## src/rtl/cfg3w_pkg.sv

```systemverilog
// Shared constants and the decoded configuration record for the
// three-wire configuration receiver.
package cfg3w_pkg;
    localparam int LONG_W   = 25;              // longest word kept
    localparam int SHORT_W  = 16;              // plain word width
    localparam int PREFIX_W = LONG_W - SHORT_W;
    localparam logic [PREFIX_W-1:0] CLKREC_PREFIX = 9'b101000000;
    localparam int CNT_W    = $clog2(LONG_W + 1);

    typedef struct packed {
        logic       tx_mode;
        logic [1:0] ramp_lvl;
        logic [2:0] dev_code;
        logic       ref_sel;
        logic [1:0] main_code;
        logic [4:0] swallow;
        logic       clkrec_en;
    } cfg_t;
endpackage

```

## src/rtl/cfg3w_sync.sv

```systemverilog
// Multi-stage synchronizer for a vector of independent asynchronous lines.
// Assumes each bit is a level that changes slowly compared with clk.
// The per-bit reset value sets the idle level each line presents at reset.
module cfg3w_sync #(
    parameter int W = 3,
    parameter int STAGES = 2,
    parameter logic [W-1:0] RST_VAL = '0
) (
    input  logic         clk,
    input  logic         rst_n,
    input  logic [W-1:0] d_async,
    output logic [W-1:0] q_sync
);
    genvar g;
    generate
        for (g = 0; g < W; g++) begin : g_bit
            logic [STAGES-1:0] chain;
            // Shift the raw line through the flop chain.
            always_ff @(posedge clk) begin
                if (!rst_n) chain <= {STAGES{RST_VAL[g]}};
                else        chain <= {chain[STAGES-2:0], d_async[g]};
            end
            assign q_sync[g] = chain[STAGES-1];
        end
    endgenerate
endmodule

```

## src/rtl/cfg3w_shift.sv

```systemverilog
// Detects bus edges on the synchronized lines, shifts data in MSB first,
// and keeps a saturating count of clocks for the current transfer.
// Assumes the lines are already synchronous to clk and that the bus clock
// is slower than a few system clocks per phase.
module cfg3w_shift
    import cfg3w_pkg::*;
(
    input  logic              clk,
    input  logic              rst_n,
    input  logic              sck_s,
    input  logic              sdi_s,
    input  logic              sel_n_s,
    output logic [LONG_W-1:0] shreg,
    output logic [CNT_W-1:0]  bit_cnt,
    output logic              sck_rise,
    output logic              latch_req
);
    logic sck_q, sel_q;
    logic sel_fall;

    // Remember the previous clock and select levels for edge detection.
    always_ff @(posedge clk) begin
        if (!rst_n) begin
            sck_q <= 1'b0;
            sel_q <= 1'b1;
        end else begin
            sck_q <= sck_s;
            sel_q <= sel_n_s;
        end
    end

    assign sck_rise  = sck_s & ~sck_q & ~sel_n_s;
    assign sel_fall  = ~sel_n_s & sel_q;
    assign latch_req = sel_n_s & ~sel_q;

    // Shift one bit in per qualified rising bus clock.
    always_ff @(posedge clk) begin
        if (!rst_n)        shreg <= '0;
        else if (sck_rise) shreg <= {shreg[LONG_W-2:0], sdi_s};
    end

    // Count clocks of this transfer, saturating at the long word width.
    always_ff @(posedge clk) begin
        if (!rst_n)             bit_cnt <= '0;
        else if (sel_fall)      bit_cnt <= '0;
        else if (sck_rise && (bit_cnt < CNT_W'(LONG_W)))
                                bit_cnt <= bit_cnt + 1'b1;
    end
endmodule

```

## src/rtl/cfg3w_decode.sv

```systemverilog
// Decodes a finished word and holds the active configuration.
// Assumes latch_req is a one-cycle pulse at the end of a transfer.
module cfg3w_decode
    import cfg3w_pkg::*;
(
    input  logic              clk,
    input  logic              rst_n,
    input  logic              latch_req,
    input  logic [LONG_W-1:9] word_hi,
    input  logic [7:0]        word_lo,
    input  logic [CNT_W-1:0]  bit_cnt,
    output cfg_t              cfg
);
    cfg_t nxt;
    logic full_len, prefix_ok;

    assign full_len  = (bit_cnt >= CNT_W'(LONG_W));
    assign prefix_ok = (word_hi[LONG_W-1:SHORT_W] == CLKREC_PREFIX);

    // Form the next configuration from the word and the current state.
    always_comb begin
        nxt = cfg;
        if (!word_hi[15]) begin
            nxt.ref_sel   = word_lo[7];
            nxt.main_code = word_lo[6:5];
            nxt.swallow   = word_lo[4:0];
            if (word_hi[14]) begin
                nxt.tx_mode   = 1'b1;
                nxt.ramp_lvl  = word_hi[13:12];
                nxt.dev_code  = word_hi[11:9];
                nxt.clkrec_en = 1'b0;
            end else begin
                nxt.tx_mode   = 1'b0;
                nxt.clkrec_en = full_len & prefix_ok;
            end
        end
    end

    // Load the configuration at the end of a transfer.
    always_ff @(posedge clk) begin
        if (!rst_n)         cfg <= '0;
        else if (latch_req) cfg <= nxt;
    end
endmodule

```

## src/rtl/cfg3w_rx.sv

```systemverilog
// Top of the three-wire configuration receiver: synchronizers, shifter
// and decode register. Assumes bus phases of several system clocks.
module cfg3w_rx
    import cfg3w_pkg::*;
#(
    parameter int SYNC_STAGES = 2
) (
    input  logic       clk,
    input  logic       rst_n,
    input  logic       bus_sck,
    input  logic       bus_sdi,
    input  logic       bus_sel_n,
    output logic       cfg_tx_mode,
    output logic [1:0] cfg_ramp_lvl,
    output logic [2:0] cfg_dev_code,
    output logic       cfg_ref_sel,
    output logic [1:0] cfg_main_code,
    output logic [4:0] cfg_swallow,
    output logic       cfg_clkrec_en
);
    logic [2:0]        lines_s;
    logic [LONG_W-1:0] word;
    logic [CNT_W-1:0]  bit_cnt;
    logic              sck_rise, latch_req;
    cfg_t              cfg;

    cfg3w_sync #(.W(3), .STAGES(SYNC_STAGES), .RST_VAL(3'b100)) u_sync (
        .clk(clk), .rst_n(rst_n),
        .d_async({bus_sel_n, bus_sdi, bus_sck}),
        .q_sync(lines_s)
    );

    cfg3w_shift u_shift (
        .clk(clk), .rst_n(rst_n),
        .sck_s(lines_s[0]), .sdi_s(lines_s[1]), .sel_n_s(lines_s[2]),
        .shreg(word), .bit_cnt(bit_cnt),
        .sck_rise(sck_rise), .latch_req(latch_req)
    );

    cfg3w_decode u_dec (
        .clk(clk), .rst_n(rst_n), .latch_req(latch_req),
        .word_hi(word[LONG_W-1:9]), .word_lo(word[7:0]),
        .bit_cnt(bit_cnt), .cfg(cfg)
    );

    assign cfg_tx_mode   = cfg.tx_mode;
    assign cfg_ramp_lvl  = cfg.ramp_lvl;
    assign cfg_dev_code  = cfg.dev_code;
    assign cfg_ref_sel   = cfg.ref_sel;
    assign cfg_main_code = cfg.main_code;
    assign cfg_swallow   = cfg.swallow;
    assign cfg_clkrec_en = cfg.clkrec_en;
endmodule

```

## config.mk

```make
export PLATFORM = sky130hd
export DESIGN_NAME = cfg3w_rx
export DESIGN_NICKNAME = d
export VERILOG_FILES = /design/src/rtl/cfg3w_pkg.sv /design/src/rtl/cfg3w_sync.sv /design/src/rtl/cfg3w_shift.sv /design/src/rtl/cfg3w_decode.sv /design/src/rtl/cfg3w_rx.sv
export SDC_FILE = /design/constraint.sdc
export NUM_CORES = 1
export LEC_CHECK = 0
export ABC_AREA = 1
export BUFFER_PORTS_ARGS = -buffer_cell sky130_fd_sc_hd__buf_2
export CAP_MARGIN = 20
export CORE_ASPECT_RATIO = 1.25
export CORE_MARGIN = 2
export CORE_UTILIZATION = 35
export DETAILED_ROUTE_END_ITERATION = 6
export PLACE_DENSITY = 0.66
export SYNTH_ARGS = -nofsm -noshare
export SYNTH_HDL_FRONTEND = slang
export SYNTH_SLANG_ARGS = --single-unit
```

## constraint.sdc

```tcl
create_clock -name clk -period 1.04 [get_ports clk]
set_clock_uncertainty 0.05 [all_clocks]
set_input_delay 0 -clock clk [delete_from_list [all_inputs] [get_ports clk]]
set_output_delay 0 -clock clk [all_outputs]
set_load 0.01 [all_outputs]
```

==> flow_metrics.env <==
export IMPL_num_vias=1699
export IMPL_grt_pass1_vias=1586
export IMPL_ys_seq_area_share_pct=53.3
export IMPL_grt_overflow=0
export IMPL_area_growth_synth_to_final_pct=42.0
export IMPL_die_x_um=71.5
export IMPL_worstMarginPinSlew_ns=0.236
export IMPL_slew_violations=0
export IMPL_final_cell_mix="dfxtp_1 (47), nor2_1 (39), nand2_1 (28)"
export IMPL_fp_row_count=30
export IMPL_avgViaCountPerCell=4.71
export IMPL_cp_end_kind="register"
export IMPL_drt_first_pass_iters=4
export IMPL_critPathArrivalTime_ns=1.30
export IMPL_path_cells="nor2_4, nand2_4, buf_4, inv_4, nand3b_1, a21oi_1"
export IMPL_failed_checks="negative setup slack"
export IMPL_min_path_type="input pin to register"
export IMPL_cp_required_ns=1.22
export IMPL_fin_crit_ns=1.13
export IMPL_worstRegToRegCells=6
export IMPL_slowest_stage="dfxtp_4"
export IMPL_slew_headroom_pct=84.2
export IMPL_status="finished, violations left"
export IMPL_cts_sinks=53
export IMPL_start_kind="register"
export IMPL_power_mw=3.33
export IMPL_globalplace_congestion=0.784
export IMPL_start_util_pct=36.6
export IMPL_drt_total_wl_um=4390
export IMPL_reg2reg_from="u_sync.g_bit[2].chain[1]"
export IMPL_io_buffers=19
export IMPL_clock_latency_ns=0.30
export IMPL_yosysWarnings=0
export IMPL_power_per_cell_area_nw_per_um2=1180
export IMPL_postRouteAntennaNets=0
export IMPL_fp_dieH_um=88.3
export IMPL_setup_ws_ns=-0.0879
export IMPL_root_buffer="clkbuf_8"
export IMPL_cts_tree="done"
export IMPL_rr_endpoint="u_shift.bit_cnt[1]"
export IMPL_cp_num_buf_inv=2
export IMPL_r2r_slack_ns=-0.09
export IMPL_syn_area_per_cell_um2=7.84
export IMPL_crit_path_max_fanout=6
export IMPL_grt_pass1_wl_um=6890
export IMPL_wire_per_inst_um=12.2
export IMPL_leakagePower_nw=1.22
export IMPL_grt_max_degree=38
export IMPL_rsz0062_at_grt="yes"
export IMPL_dieArea_um2=6310
export IMPL_ir_drop_mv=0.867
export IMPL_cts_htree_levels=2
export IMPL_numPlacedInstances=343
export IMPL_maxCapViolCount=0
export IMPL_hold_end="u_sync.g_bit[0].chain[0]"
export IMPL_ioPinCount=20
export IMPL_syn_inst=254
export IMPL_crit_type="register to register"
export IMPL_synth_net_count=261
export IMPL_instances_no_fill=361
export IMPL_nets=305
export IMPL_fmax_mhz=887
export IMPL_grt_util_all_layers_pct=13.8
export IMPL_path_clk_slew_ns=0.09
export IMPL_synth_seq_cells=53
export IMPL_holdPathStages=4
export IMPL_period_share_pct=108
export IMPL_drc=0
export IMPL_syn_cell_area_um2=1990
export IMPL_cts_buffers=5
export IMPL_worst_hold_startpoint="bus_sck"
export IMPL_drive_gt1_share_pct=41.8
export IMPL_core_area_um2=5440
export IMPL_cpLargestDelayFamily="flip-flops"
export IMPL_drt_iter0_markers=91
export IMPL_place_hpwl_um=2560
export IMPL_final_common_cell="dfxtp_1"
export IMPL_n_antenna_cell=0
export IMPL_grt_antenna_before_repair=0
export IMPL_setup_violations_final=43
export IMPL_timing_setup_tns_ns=-1.72
export IMPL_place_ws_ns=-0.116
export IMPL_synth_distinct_cells=24
export IMPL_critical_path_max_stage_delay_ns=0.36
export IMPL_clk_path_buf_depth=2
export IMPL_hold_viol=0
synthesized netlist by cell type (all sizes together):
cell | number | area share, %
o21ai | 31 | 8.0
ha | 2 | 1.3
nor2 | 60 | 12
nand2 | 41 | 8.5
buf | 7 | 2.5
a21oi | 21 | 5.5
dfxtp | 53 | 53
nand3b | 1 | 0.38
or2 | 2 | 0.63
inv | 19 | 3.6
clkbuf | 5 | 0.94
xor2 | 1 | 0.44
nand3 | 8 | 2.0
clkinv | 1 | 0.44
nand4 | 2 | 0.63
metrics by stage:
step	hold WS [ns]	area, µm²	utilization, %
floorplan	0.0476	2000	-
global placement	0.137	2270	41.8
detailed placement	0.141	2270	41.8
CTS	0.360	2530	46.5
global route	0.370	2830	51.9
finish	0.367	2830	51.9
kinds of logic after synthesis:
group | after synthesis | share of synthesized area [%]
AOI/OAI and AO/OA | 52 | 13.5
xor gates and xnor gates | 1 | 0.440
adders and majority gates | 2 | 1.26
buffers and inverters | 32 | 7.48
DFF | 53 | 53.3
and+or+nand+nor | 114 | 24.1
metal layers:
| layer | global-route usage (%) | vias up | share of wire, % |
|---|---|---|---|
| li1 | - | 898 | - |
| met1 | 17.3 | 774 | 46 |
| met2 | 23.3 | 25 | 51 |
| met3 | 3.76 | 2 | 2.8 |
| met4 | 4.12 | 0 | 0.57 |
| met5 | 0 | - | 0 |
cell type report:
class	count	area, µm²
timing repair buffer	47	442
sequential	53	1080
multi-input combinational	169	1030
fill	480	2620
tap	64	80.1
clock inverter	1	5.00
inverter	20	103
clock buffer	5	68.8
timing repair inverter	2	22.5
tightest hold or removal path, delay by kind of cell:
family / cells / cell delay, ns
buffers and inverters: 3 / 0.65
and+or+nand+nor: 1 / 0.04
sequential cells by signal (all words and copies together), names as in the netlist:
signal / cells
u_shift.sel_q: 1
u_dec.cfg: 15
u_shift.sck_q: 1
u_shift.bit_cnt: 5
u_shift.shreg: 25
u_sync.g_bit.chain: 6
worst max path at each step:
stage,endpoint,from,slack (ns),depth (start not counted)
3_3_place_gp,u_dec.cfg[10],u_sync.g_bit[2].chain[1],-0.1,7
2_1_floorplan,u_shift.bit_cnt[3],u_sync.g_bit[2].chain[1],0.0007,7
6_report,u_shift.bit_cnt[1],u_sync.g_bit[2].chain[1],-0.09,6
3_5_place_dp,u_shift.shreg[22],u_sync.g_bit[2].chain[1],-0.12,6
5_1_grt,u_dec.cfg[9],u_sync.g_bit[2].chain[1],-0.17,7
4_1_cts,u_dec.cfg[11],u_sync.g_bit[2].chain[1],-0.08,7
what timing repair did:
action                     4_1_cts  5_1_grt
hold buffers                     4        0
gates resized for setup         30       90
cloned                           2        2
pin swaps                        2        6
buffers inserted                 1        3
hold endpoints to repair         4        0
setup endpoints to repair       45       45
report_power, final:
part | internal (mW) | total (mW) | switching, mW
clock network | 0.445 | 1.05 | 0.609
logic | 0.0989 | 0.210 | 0.111
registers | 2.05 | 2.07 | 0.0221
total | 2.59 | 3.33 | 0.742
(Power assumes the default switching activity.)
